### src/rtl/hwctl_pkg.sv
package hwctl_pkg;

  // Instruction classes delivered by the opcode decoder
  typedef enum logic [1:0] {
    OP_ADD = 2'b00,
    OP_BR  = 2'b01,
    OP_BRN = 2'b10,
    OP_NOP = 2'b11
  } opKind_t;

  // Strobes the encoder hands to the step register
  typedef struct packed {
    logic hold;     // freeze the step (memory stall)
    logic restart;  // return to T1 at the next edge
  } seqStrobe_t;

  // Gating strobes toward the datapath
  typedef struct packed {
    logic pcOut;
    logic marIn;
    logic memRead;
    logic sel4;
    logic aluAdd;
    logic zIn;
    logic zOut;
    logic pcIn;
    logic yIn;
    logic waitMem;
    logic mdrOut;
    logic irIn;
    logic offOut;
    logic endStep;
  } gate_t;

endpackage

### src/rtl/hwctl_step_counter.sv
module hwctl_step_counter
  import hwctl_pkg::*;
#(
  parameter int STEPS = 8
) (
  input  logic             clk,
  input  logic             rst,
  input  seqStrobe_t       strobe,
  output logic [STEPS-1:0] stepHot
);

  localparam int CW = (STEPS > 1) ? $clog2(STEPS) : 1;
  localparam logic [CW-1:0] LAST = CW'(STEPS - 1);

  logic [CW-1:0] stepIdx;

  always_ff @(posedge clk) begin
    if (rst)                 stepIdx <= '0;
    else if (strobe.hold)    stepIdx <= stepIdx;
    else if (strobe.restart) stepIdx <= '0;
    else if (stepIdx != LAST) stepIdx <= stepIdx + CW'(1);
  end

  for (genvar g = 0; g < STEPS; g++) begin : g_decode
    assign stepHot[g] = (stepIdx == CW'(g));
  end

  // a stall keeps the step unchanged
  assert_stall_hold_R4 : assert property (@(posedge clk) disable iff (rst)
    strobe.hold |=> $stable(stepIdx));

  // an end without a stall returns to the first step
  assert_restart_t1_R9 : assert property (@(posedge clk) disable iff (rst)
    (strobe.restart && !strobe.hold) |=> stepHot[0]);

  // a free step moves up by exactly one
  assert_advance_R3 : assert property (@(posedge clk) disable iff (rst)
    (!strobe.hold && !strobe.restart && stepIdx != LAST)
      |=> stepIdx == $past(stepIdx) + CW'(1));

  // the last step saturates
  assert_saturate_R3 : assert property (@(posedge clk) disable iff (rst)
    (!strobe.hold && !strobe.restart && stepIdx == LAST) |=> stepIdx == LAST);

endmodule

### src/rtl/hwctl_encoder.sv
module hwctl_encoder
  import hwctl_pkg::*;
#(
  parameter int STEPS = 8
) (
  input  logic             clk,
  input  logic             rst,
  input  logic [STEPS-1:0] stepHot,
  input  logic [1:0]       opcode,
  input  logic             negFlag,
  input  logic             memDone,
  output gate_t            gates,
  output seqStrobe_t       strobe
);

  logic t1, t2, t3, t4, t5, t6, t7;
  logic isAdd, isBr, isBrn, isNop;
  logic anyBranch;

  assign t1 = stepHot[0];
  assign t2 = stepHot[1];
  assign t3 = stepHot[2];
  assign t4 = stepHot[3];
  assign t5 = stepHot[4];
  assign t6 = stepHot[5];
  assign t7 = stepHot[6];

  assign isAdd = (opcode == OP_ADD);
  assign isBr  = (opcode == OP_BR);
  assign isBrn = (opcode == OP_BRN);
  assign isNop = (opcode == OP_NOP);
  assign anyBranch = isBr | isBrn;

  always_comb begin
    gates.pcOut   = t1;
    gates.sel4    = t1;
    gates.marIn   = t1 | (t4 & isAdd);
    gates.memRead = t1 | (t4 & isAdd);
    gates.aluAdd  = t1 | (t6 & isAdd) | (t4 & anyBranch);
    gates.zIn     = t1 | (t6 & isAdd) | (t4 & anyBranch);
    gates.zOut    = t2 | (t7 & isAdd) | (t5 & isBr) | (t5 & isBrn & negFlag);
    gates.pcIn    = t2 | (t5 & isBr) | (t5 & isBrn & negFlag);
    gates.yIn     = t2 | (t5 & isAdd);
    gates.waitMem = t2 | (t5 & isAdd);
    gates.mdrOut  = t3 | (t6 & isAdd);
    gates.irIn    = t3;
    gates.offOut  = t4 & anyBranch;
    gates.endStep = (t7 & isAdd) | (t5 & isBr)
                  | (isBrn & ((t5 & negFlag) | (t4 & ~negFlag)))
                  | (t4 & isNop);
  end

  assign strobe.hold    = gates.waitMem & ~memDone;
  assign strobe.restart = gates.endStep;

  // the result register is never loaded and driven in one step
  assert_z_exclusive_R5 : assert property (@(posedge clk) disable iff (rst)
    !(gates.zIn && gates.zOut));

  // the second fetch step waits for memory and updates the PC
  assert_fetch_wait_R2 : assert property (@(posedge clk) disable iff (rst)
    t2 |-> (gates.waitMem && gates.pcIn && !gates.endStep));

  // a branch that is not taken ends at T4 and leaves the PC alone
  assert_brn_not_taken_R7 : assert property (@(posedge clk) disable iff (rst)
    (t4 && isBrn && !negFlag) |-> (gates.endStep && !gates.pcIn));

  // the final timing line drives no strobe
  assert_last_quiet_R3 : assert property (@(posedge clk) disable iff (rst)
    stepHot[STEPS-1] |-> (gates == '0));

endmodule

### src/rtl/hwctl_top.sv
module hwctl_top
  import hwctl_pkg::*;
#(
  parameter int STEPS = 8
) (
  input  logic             clk,
  input  logic             rst,
  input  logic [1:0]       opcode,
  input  logic             negFlag,
  input  logic             memDone,
  output logic [STEPS-1:0] stepHot,
  output logic             pcOut,
  output logic             marIn,
  output logic             memRead,
  output logic             sel4,
  output logic             aluAdd,
  output logic             zIn,
  output logic             zOut,
  output logic             pcIn,
  output logic             yIn,
  output logic             waitMem,
  output logic             mdrOut,
  output logic             irIn,
  output logic             offOut,
  output logic             endStep
);

  seqStrobe_t seqStrobe;
  gate_t      gateBus;

  hwctl_step_counter #(.STEPS(STEPS)) counter_i (
    .clk     (clk),
    .rst     (rst),
    .strobe  (seqStrobe),
    .stepHot (stepHot)
  );

  hwctl_encoder #(.STEPS(STEPS)) encoder_i (
    .clk     (clk),
    .rst     (rst),
    .stepHot (stepHot),
    .opcode  (opcode),
    .negFlag (negFlag),
    .memDone (memDone),
    .gates   (gateBus),
    .strobe  (seqStrobe)
  );

  assign pcOut   = gateBus.pcOut;
  assign marIn   = gateBus.marIn;
  assign memRead = gateBus.memRead;
  assign sel4    = gateBus.sel4;
  assign aluAdd  = gateBus.aluAdd;
  assign zIn     = gateBus.zIn;
  assign zOut    = gateBus.zOut;
  assign pcIn    = gateBus.pcIn;
  assign yIn     = gateBus.yIn;
  assign waitMem = gateBus.waitMem;
  assign mdrOut  = gateBus.mdrOut;
  assign irIn    = gateBus.irIn;
  assign offOut  = gateBus.offOut;
  assign endStep = gateBus.endStep;

endmodule

### config.mk
export PLATFORM = sky130hd
export DESIGN_NAME = hwctl_top
export DESIGN_NICKNAME = d
export VERILOG_FILES = /design/src/rtl/hwctl_pkg.sv /design/src/rtl/hwctl_step_counter.sv /design/src/rtl/hwctl_encoder.sv /design/src/rtl/hwctl_top.sv
export SDC_FILE = /design/constraint.sdc
export NUM_CORES = 1
export LEC_CHECK = 0
export ABC_CLOCK_PERIOD_IN_PS = 4050
export CORE_AREA = 2 2 39 41
export CTS_CLUSTER_DIAMETER = 30
export DETAILED_ROUTE_END_ITERATION = 10
export DIE_AREA = 0 0 41 43
export PLACE_DENSITY = 0.77
export SYNTH_ARGS = -nofsm -noshare
export SYNTH_HDL_FRONTEND = slang
export SYNTH_SLANG_ARGS = --single-unit
### constraint.sdc
create_clock -name clk -period 4.05 [get_ports clk]
set_input_delay 0.6075 -clock clk [delete_from_list [all_inputs] [get_ports clk]]
set_output_delay 0.6075 -clock clk [all_outputs]
set_load 0.005 [all_outputs]
After elaboration in Yosys (flattened, before gate mapping). Cells that the tools add are included.

Output and inout bits: 22. Input bits: 6. Word-level logic and storage cells: 50. Register bits after elaboration: 3.

Bitwise logic cells: 31. Add/subtract/negate cells: 1. Reductions and logical operators: 4. Multiplexer cells: 2. Equal/unequal tests: 11.

Operator list (count): OR 1 bit (15); bitwise AND 1 bit (13); == test 3 bit, second input constant (4); == test 3 x 2 -> 1 bit, second input constant (2); 2-to-1 mux 3 bit (2); == test 2 bit, second input constant (2); adder 3 x 1 -> 3 bit, second input constant (1); == test 3 x 1 -> 1 bit, second input constant (1); logical NOT 3 bit (1); != test 3 bit, second input constant (1); NOT 1 bit (3); == test 2 x 1 -> 1 bit, second input constant (1); logical NOT 2 bit (1); AND reduction 2 bit (1); nonzero test 2 bit (1).

Depth between registers and ports, before layout.
Word-level depth: 8. Depth in mapped cells: 7. Mapped depth without buffers: 7.

Cells and area by module. A second synthesis with hierarchy kept.

Cells, all modules: 55. Area, all modules: 451.7 um^2.

Modules (own cells, without submodules): hwctl_step_counter (instances 1, sequential area each 60.1 um^2, area an instance 244.0 um^2, cells an instance 29); hwctl_encoder (instances 1, sequential area each 0.0 um^2, area an instance 207.7 um^2, cells an instance 26).

Least setup slack after synthesis. OpenSTA, ideal clock, no wires.

Path kind: input-to-output. Start: input port opcode[0]. End: output port zIn. Path slack: 2.090 ns. Path buffers: 1. Arrival time: 1.352 ns. Stages: 6. Required time: 3.442 ns. Path through: inv_1 -> ha_1 -> and2_1 -> nor2_1 -> nand2_1 -> buf_4.

Word-level cells in the longest chain between the ends: 4. Elaborated cells between the ends (all ways): 8. Classes of those cells: eq/ne (2); bitwise (5); reduce/logical (1).

RTL lines: start: declaration (RTL line hwctl_top.sv:8) `input logic [1:0] opcode,`; == test 2 x 1 -> 1 bit / == test 2 bit (equally long branches) (RTL line hwctl_encoder.sv:29, hwctl_encoder.sv:30); OR 1 bit * (RTL line hwctl_encoder.sv:32) `assign anyBranch = isBr | isBrn;`; bitwise AND 1 bit *; named net offOut (RTL line hwctl_top.sv:24) `output logic offOut,`; OR 1 bit * (RTL line hwctl_encoder.sv:40) `gates.zIn = t1 | (t6 & isAdd) | (t4 & anyBranch);`; end: declaration (RTL line hwctl_top.sv:17) `output logic zIn,`.

The timed path passes the listed nets; every way through them passes the cells marked *.

Final worst setup path.
Start: input port opcode[0]. End: output port endStep.

Word-level cells in the longest chain between the ends: 5. Elaborated cells between the ends (all ways): 11. Classes of those cells: eq/ne (3); bitwise (7); reduce/logical (1).

RTL lines: == test 2 x 1 -> 1 bit / logical NOT 2 bit (equally long branches) (RTL line hwctl_encoder.sv:29, hwctl_encoder.sv:28); bitwise AND 1 bit (RTL line hwctl_encoder.sv:48) `gates.endStep = (t7 & isAdd) | (t5 & isBr)`; OR 1 bit (RTL line hwctl_encoder.sv:48); OR 1 bit (RTL line hwctl_encoder.sv:49) `| (isBrn & ((t5 & negFlag) | (t4 & ~negFlag)))`; OR 1 bit * (RTL line hwctl_encoder.sv:50) `| (t4 & isNop);`; end: declaration (RTL line hwctl_top.sv:25) `output logic endStep`.

Mark *: on every way between the ends. The rest lies on a longest branch, timed or not.

==> impl_metrics.tcl <==
set metrics [dict create \
    path_clk_slew_ns 0.04 \
    setup_viol 0 \
    worstPathMaxFanout 4 \
    ys_types 21 \
    ys.flop_type "dfxtp_1" \
    finalCriticalPeriod_ns 2.88 \
    relSlewSlack_pct 79.6 \
    post_dp_cell_area_um2 724 \
    grt_overflow_total 0 \
    required_ns 3.44 \
    top_register "counter_i.stepIdx" \
    synth.area.top_cells "ha_1 26%, dfxtp_1 13%, buf_4 9.4%" \
    numPortBuffers 27 \
    ir_worst_vdd_mv 0.187 \
    avgSynthCellArea_um2 8.26 \
    grt_pass1_wl_mm 1.57 \
    layout-drive-gt1-share_pct 13.3 \
    period_share_pct 71.1 \
    finalNetCount 100 \
    critPathLaunchType "input port" \
    syn_area_um2 479 \
    detailedPlace.worstSlack_ns 1.16 \
    antenna_found_initial 0 \
    num_vias 479 \
    num_rows 14 \
    ctsResizeCount 0 \
    clock_path_buffers 2 \
    synth-seq-area-share_pct 12.5 \
    cts_root_buf "clkbuf_4" \
    syn2layout_area_growth_pct 56.7 \
    setup_tns_ns 0 \
    tightest_slew_ns 0.305 \
    grt_util_met3_pct 1.57 \
    coreArea_um2 1380 \
    crit_family "buffers and inverters" \
    cts_made_buffers 3 \
    fin_skew_ns 0.00272 \
    synth_warnings 0 \
    dieHeight_um 43 \
    post-route-cell-area_um2 751 \
    cts_sinks 3 \
    cpMostUsedCell "clkdlybuf4s50_1" \
    initial_utilization_pct 34.6 \
    postRouteAntennaNets 0 \
    crit_type "in2out" \
    syn_inst 58 \
    synth_async_sr_flop_share_pct 0 \
    crit_path_end_kind "primary output" \
    fmax_ghz 0.347 \
    post-cts-setup-buffer-count 0 \
    grtUsageMet1_pct 12.1 \
    place_hpwl_um 870 \
    grt_pass1_vias 432 \
    grt_max_degree 11 \
    top_usage_layer "met2" \
    drc_errors 0 \
    yosysTopAreaCellShare_pct 26.1 \
    holdBufCountCts 0 \
    diodes 0 \
    path_buf_inv 3 \
    routed_wl_mm 1.00 \
    rsz0062_at_grt "no" \
    drt_iter0_drc 4 \
    drtPass1Iterations 3 \
    status "completed" \
    clk_latency_ns 0.23 \
    p_leak_nw 0.380 \
    viasPerCell 4.84 \
    yosys.area.top_type "ha_1" \
    final_cell_mix "27 x clkdlybuf4s50_1, 10 x ha_1, 7 x nand2_1" \
    routabilityCongestion 0.813 \
    hold_viol 0 \
    die_w_um 41 \
    slowest_delay_ns 0.51 \
    powerDensity_nw_per_um2 426 \
    cts.htree.levels 1 \
    cts_tree "done" \
    cp_cell_sequence "clkdlybuf4s50_1 -> inv_1 -> ha_1 -> nor2b_1 -> o21ai_2 -> nand3_4 -> clkdlybuf4s50_1" \
    post_drt_wl_per_cell_um 10.1 \
    synth_nets 74 \
    fin_util_pct 54.2 \
    worst_ep_arrival_time_ns 2.27 \
    hold_class "reg2reg" \
    hold_ws_ns 0.504 \
    worst_path_max_delay_cell "clkdlybuf4s50_1" \
    track_usage_pct 12.5 \
    dieArea_um2 1760 \
    slew_viol_final 0 \
    grt_use_met2_pct 23.4 \
    max-cap-violations 0 \
    largest_reg_flops 3 \
    fin_ws_ns 1.17 \
    io_pins 28 \
    layout_commonest_cell "clkdlybuf4s50_1" \
    synth-seq-cells 3 \
    synth_edf_count 0 \
    largest_registers "counter_i.stepIdx: 3 flops" \
]
[final cells by class]
cell class | instances | area (um^2)
Sequential cell | 3 | 60.1
Tap cell | 16 | 20.0
Timing Repair Buffer | 27 | 270
Fill cell | 146 | 633
Multi-Input combinational cell | 43 | 352
Inverter | 6 | 22.5
Clock buffer | 4 | 26.3
[power by group]
part / switching [W] / internal, W / total [W]
Sequential: 0.00000969 / 0.0000367 / 0.0000464
Clock: 0.0000161 / 0.0000370 / 0.0000530
Combinational: 0.0000782 / 0.000142 / 0.000220
[layer usage]
| metal | routed length (um) | vias to the layer above |
|---|---|---|
| li1 | - | 238 |
| met1 | 377 | 220 |
| met2 | 546 | 21 |
| met3 | 78 | 0 |
| met4 | 0 | 0 |
| met5 | 0 | - |
[through the flow]
stage,std cells,total power (W)
finish,99,0.000320
global route,99,0.000351
CTS,99,0.000326
detailed placement,95,0.000270
global placement,95,0.000268
floorplan,58,0.000165
[final timing paths]
check / endpoint / start / slack, ns / depth (start not counted)
max: endStep / opcode[0] / 1.17 / 7
min: counter_i.stepIdx[1] / counter_i.stepIdx[1] / 0.50 / 2
max reg2reg: counter_i.stepIdx[1] / counter_i.stepIdx[2] / 2.27 / 6
min reg2reg: counter_i.stepIdx[1] / counter_i.stepIdx[1] / 0.50 / 2
[cell usage after synthesis, types with 2 or more instances]
cell type  instances
ha_1              10
nand2_1            7
buf_4              6
inv_1              6
a21oi_1            3
dfxtp_1            3
nor2b_1            3
a21o_1             2
and2_1             2
and2_4             2
nand2_4            2
nand3_1            2
or4_1              2
[worst reg2reg max path, stage by stage, from the launching register on]
cell and delay, ns:
dfxtp_1 0.49, inv_1 0.08, ha_1 0.26, o21ai_2 0.11
nand3_4 0.10, or4b_1 0.51, a21oi_1 0.16
[cells by family after synthesis]
group	share of synthesized area, %
flip-flops	12.5
buffers and inverters	14.1
adder cells (fa/ha/maj)	26.1
AND/OR/NAND/NOR	35.2
AO/OA/AOI/OAI	12.0
(Power assumes the default switching activity.)
